File: config.mk
export PLATFORM = sky130hd
export DESIGN_NAME = trs_framer
export DESIGN_NICKNAME = d
export VERILOG_FILES = /design/src/rtl/trs_pkg.sv /design/src/rtl/trs_datapath.sv /design/src/rtl/trs_control.sv /design/src/rtl/trs_framer.sv
export SDC_FILE = /design/constraint.sdc
export NUM_CORES = 1
export LEC_CHECK = 0
export ABC_AREA = 1
export BUFFER_PORTS_ARGS = -buffer_cell sky130_fd_sc_hd__buf_2
export CELL_PAD_IN_SITES_DETAIL_PLACEMENT = 0
export CELL_PAD_IN_SITES_GLOBAL_PLACEMENT = 2
export CORE_MARGIN = 1
export CORE_UTILIZATION = 33
export CTS_CLUSTER_DIAMETER = 30
export CTS_CLUSTER_SIZE = 40
export DETAILED_ROUTE_END_ITERATION = 6
export GPL_ROUTABILITY_DRIVEN = 0
export GPL_TIMING_DRIVEN = 0
export PLACE_DENSITY = 0.77
export SLEW_MARGIN = 20
export SYNTH_ARGS = -nofsm -noshare
export SYNTH_HDL_FRONTEND = slang
export SYNTH_HIERARCHICAL = 1
export SYNTH_SLANG_ARGS = --single-unit
File: constraint.sdc
create_clock -name clk -period 2.9 [get_ports clk]
set_clock_uncertainty 0.2 [all_clocks]
set_input_delay 0.145 -clock clk [delete_from_list [all_inputs] [get_ports clk]]
set_output_delay 0.145 -clock clk [all_outputs]
set_load 0.02 [all_outputs]
File: src/rtl/trs_pkg.sv
package trs_pkg;
  localparam int WORD_W     = 10;
  localparam int HIST_WORDS = 4;
  localparam int WIN_W      = WORD_W * HIST_WORDS;
  localparam int OFF_W      = $clog2(WORD_W);
  localparam int TAIL_POS   = 2 * WORD_W;

  typedef struct packed {
    logic [OFF_W-1:0] selOff;
  } trs_ctl_t;
endpackage

File: src/rtl/trs_datapath.sv
module trs_datapath
  import trs_pkg::*;
(
  input  logic              clk,
  input  logic              rstN,
  input  logic [WORD_W-1:0] dataIn,
  input  trs_ctl_t          ctl,
  output logic [WORD_W-1:0] hitVec,
  output logic [WORD_W-1:0] dataOut
);
  logic [WIN_W-WORD_W-1:0] histReg;
  logic [WIN_W-1:0]        window;

  assign window = {dataIn, histReg};

  // one comparator per candidate offset: ten ones then twenty zeros
  for (genvar k = 0; k < WORD_W; k++) begin : g_cmp
    assign hitVec[k] = (&window[k +: WORD_W]) &&
                       (window[k + WORD_W +: 2 * WORD_W] == '0);
  end

  always_ff @(posedge clk or negedge rstN) begin
    if (!rstN) begin
      histReg <= '0;
      dataOut <= '0;
    end else begin
      histReg <= window[WIN_W-1:WORD_W];
      dataOut <= window[TAIL_POS + int'(ctl.selOff) +: WORD_W];
    end
  end
endmodule

File: src/rtl/trs_control.sv
module trs_control
  import trs_pkg::*;
(
  input  logic              clk,
  input  logic              rstN,
  input  logic              syncEn,
  input  logic [WORD_W-1:0] hitVec,
  output trs_ctl_t          ctl,
  output logic              hSync,
  output logic              syncErr,
  output logic              isLocked
);
  logic [OFF_W-1:0] offReg;
  logic [OFF_W-1:0] hitOff;
  logic [OFF_W-1:0] offNext;
  logic             hitAny;
  logic             lockNext;

  always_comb begin
    hitOff = '0;
    for (int k = WORD_W - 1; k >= 0; k--) begin
      if (hitVec[k]) hitOff = OFF_W'(k);
    end
  end

  assign hitAny   = |hitVec;
  assign offNext  = (hitAny && syncEn) ? hitOff : offReg;
  assign lockNext = isLocked || (hitAny && syncEn);
  assign ctl.selOff = offNext;

  always_ff @(posedge clk or negedge rstN) begin
    if (!rstN) begin
      offReg   <= '0;
      isLocked <= 1'b0;
      hSync    <= 1'b0;
      syncErr  <= 1'b0;
    end else begin
      offReg   <= offNext;
      isLocked <= lockNext;
      hSync    <= hitAny && lockNext && (hitOff == offNext);
      syncErr  <= hitAny && isLocked && (hitOff != offReg);
    end
  end
endmodule

File: src/rtl/trs_framer.sv
module trs_framer
  import trs_pkg::*;
(
  input  logic              clk,
  input  logic              rstN,
  input  logic              syncEn,
  input  logic [WORD_W-1:0] dataIn,
  output logic [WORD_W-1:0] dataOut,
  output logic              hSync,
  output logic              syncErr,
  output logic              isLocked
);
  trs_ctl_t          ctl;
  logic [WORD_W-1:0] hitVec;

  trs_datapath dp_i (
    .clk(clk), .rstN(rstN), .dataIn(dataIn), .ctl(ctl),
    .hitVec(hitVec), .dataOut(dataOut)
  );

  trs_control ctl_i (
    .clk(clk), .rstN(rstN), .syncEn(syncEn), .hitVec(hitVec),
    .ctl(ctl), .hSync(hSync), .syncErr(syncErr), .isLocked(isLocked)
  );
endmodule

==> reports/results.ini <==
[run_status]
status = complete, but fails checks
violations = negative setup slack

[route]
wl_per_cell_um = 16.40
drt_iter0_drc = 160
drt_first_pass_iters = 4
drc_errors = 0
ant_nets = 0
wl_um = 9514
vias_per_cell = 5.090
dr_total_vias = 2952

[grt]
grt_pass1_wl_um = 14880
antenna_found_initial = 0
first_global_vias = 2915
grt_usage_pct = 22.66
grt_max_degree = 48
grt_overflow = 0

[timing]
setup_slack_ns = -0.02339
hold_viol_final = 0
whs_ns = 0.1875
clock.fmax_mhz = 342.1
period_share_pct = 100.8
fin_crit_ns = 2.923
finalSetupTns_ns = -0.06236
slew-limit-headroom_pct = 58.43
rsz0062_at_grt = yes
setup_viol = 4
worst_pin_slew_ns = 0.6236
slew_violations = 0

[synthesis]
ys_warn_count = 6
ys_seq_elements = 47
synthCells = 397
synth_compound_area_share_pct = 0.9438
synth_area_sq_mm = 0.002784
synth-xor-area-share_pct = 0
synth-simple-area-share_pct = 46.74
synth_adder_area_share_pct = 0
synth.area.mux_share_pct = 0
synth_top_family_by_area = simple AND/OR/NAND/NOR gates
avgSynthCellArea_sq_um = 7.012
ys_types = 25
syn_nets = 410
seq_area_frac_synth_pct = 42.25

[setup_path]
max_stage_delay_ns = 0.42
end_kind = flop
cp_common_cell = nor2_4
rrSetupSlack_ns = -0.02
critical_path_class = flop to flop
crit_fanout = 6
required_ns = 2.95
arrival_ns = 2.98
path_delay_family = simple AND/OR/NAND/NOR gates
critPathLaunchType = flop
crit_buf_inv = 4
critPathSlowestCell = dfrtp_1
crit_chain = nor2_2 -> nand3_4 -> nor2_4 -> nand4_1 -> nor2_2 -> nor2_4 -> nand2_2 -> nor2_4 -> nand2_2 -> inv_2 -> nor2_4 -> inv_4 -> o21ai_4 -> buf_8 -> buf_12 -> nand2_4 -> nand3_2 -> nand3_2 -> nand2_2 -> nand2_1 -> nand2_1

[clock_network]
clock_sinks = 47
cts_tree = done
htreeDepth = 2
clk_latency_ns = 0.31
cts_buffers = 5
clk_pin_slew_ns = 0.11
cts.path.max_buffers = 2
clock-root-buffer = clkbuf_8

[power_and_ir_drop]
power.total_uw = 1402
vdd_drop_max_mv = 0.1966
power_density_mw_per_mm2 = 335.2
p_leak_uw = 0.001979

[floorplanning]
die_height_um = 93.85
rows = 33
die_w_um = 93.85
core_sq_mm = 0.008175
start_util_pct = 34.05
pin_count = 26
dieArea_sq_mm = 0.008808

[final_layout]
drive_gt1_share_pct = 47.37
syn2layout_area_growth_pct = 50.25
fin_util_pct = 51.16
diodes = 0
nets = 487
stdcell_count = 580

[min_path]
hold_class = primary input to async pin

[run]
maxCapViolCount = 0

[place]
dp_cells = 527
port_buffers = 25
post-dp-hpwl_um = 6342

[cells by family after synthesis]
kind of cell,after synthesis
AOI/OAI and AO/OA,5
buffers and inverters,59
and+or+nand+nor,286
DFF,47
[cell type report]
class,count,area (sq um)
plain buffers,10,128.9
clock buffers,5,68.82
clock inverters,3,28.78
fillers,797,3993
inverters,49,193.9
multi-input cells,291,1861
flip-flops and latches,47,1184
well taps,105,131.4
repair buffers,70,586.8
[per-stage QoR]
stage | area [sq um] | setup slack [ns]
after floorplan | 2784 | 0.2065
after global placement | 3040 | -0.4202
after detailed placement | 3040 | -0.4709
after CTS | 3874 | -0.01861
after global routing | 4183 | -0.2166
final | 4183 | -0.02339
[registers in the layout, indices dropped and copies added (netlist names)]
name / cells
ctl_i/hSync: 1
ctl_i/isLocked: 1
ctl_i/offReg: 4
ctl_i/syncErr: 1
dp_i/dataOut: 10
dp_i/histReg: 30
[path summary, 6_finish.rpt]
kind                                            startpoint                          to  cells after the start
worst max-delay path            dp_i/histReg[22]$_DFF_PN0_   dp_i/dataOut[9]$_DFF_PN0_                     21
worst min-delay path                                  rstN   dp_i/histReg[3]$_DFF_PN0_                      2
worst max register to register  dp_i/histReg[22]$_DFF_PN0_   dp_i/dataOut[9]$_DFF_PN0_                     21
worst min register to register  dp_i/histReg[23]$_DFF_PN0_  dp_i/histReg[13]$_DFF_PN0_                      0
max in group asynchronous                             rstN  dp_i/histReg[29]$_DFF_PN0_                      2
min in group clk                dp_i/histReg[23]$_DFF_PN0_  dp_i/histReg[13]$_DFF_PN0_                      0
[synthesized netlist by cell type (all sizes together)]
master,instances,share of area (%)
o22ai,1,0.22
or2,3,0.67
nor3,10,2.0
nand3,94,17
nor2,43,6.9
buf,10,3.5
nand2,127,18
nor4,1,0.22
nand3b,2,0.54
inv,49,6.6
dfrtp,47,42
and2,1,0.22
nand4,5,1.1
o21ai,4,0.72
[where the power goes]
group / switching, uW / internal (uW) / leakage [uW]
Combinational: 156 / 84.4 / 0.00137
Clock: 263 / 183 / 0.0000511
Sequential: 25.1 / 691 / 0.000554
[per-layer routing]
metal / vias up / share of wire (%) / global-route usage, %
met5: - / 0 / 0
met4: 0 / 3.2 / 9.103
met3: 30 / 4.2 / 3.398
li1: 1425 / - / -
met1: 1406 / 44 / 29.71
met2: 91 / 49 / 37.23
[cell usage in the layout (no fill, tap or decap), types with 3 or more instances in the layout]
master / n
nor2_4: 8
nand2_1: 79
buf_6: 4
nand3_1: 44
inv_6: 3
buf_2: 24
nand2_2: 40
nor2_1: 21
dlygate4sd3_1: 12
nor3_2: 4
clkbuf_8: 5
inv_1: 37
dfrtp_1: 41
inv_2: 9
nand4_1: 5
nand3_2: 47
nand2_4: 8
nand3_4: 3
nor2_2: 14
dfrtp_2: 6
buf_4: 30
nor3_1: 5
buf_8: 4
[what timing repair did]
action | 4_1_cts | 5_1_grt
hold buffers | 12 | 0
pin swaps | 51 | 34
resized for setup | 104 | 59
setup endpoints to repair | 10 | 10
endpoints found under the hold margin | 58 | 0
setup buffers | 25 | 3
gates cloned | 3 | 2
Power figures use the tool's default switching activity.
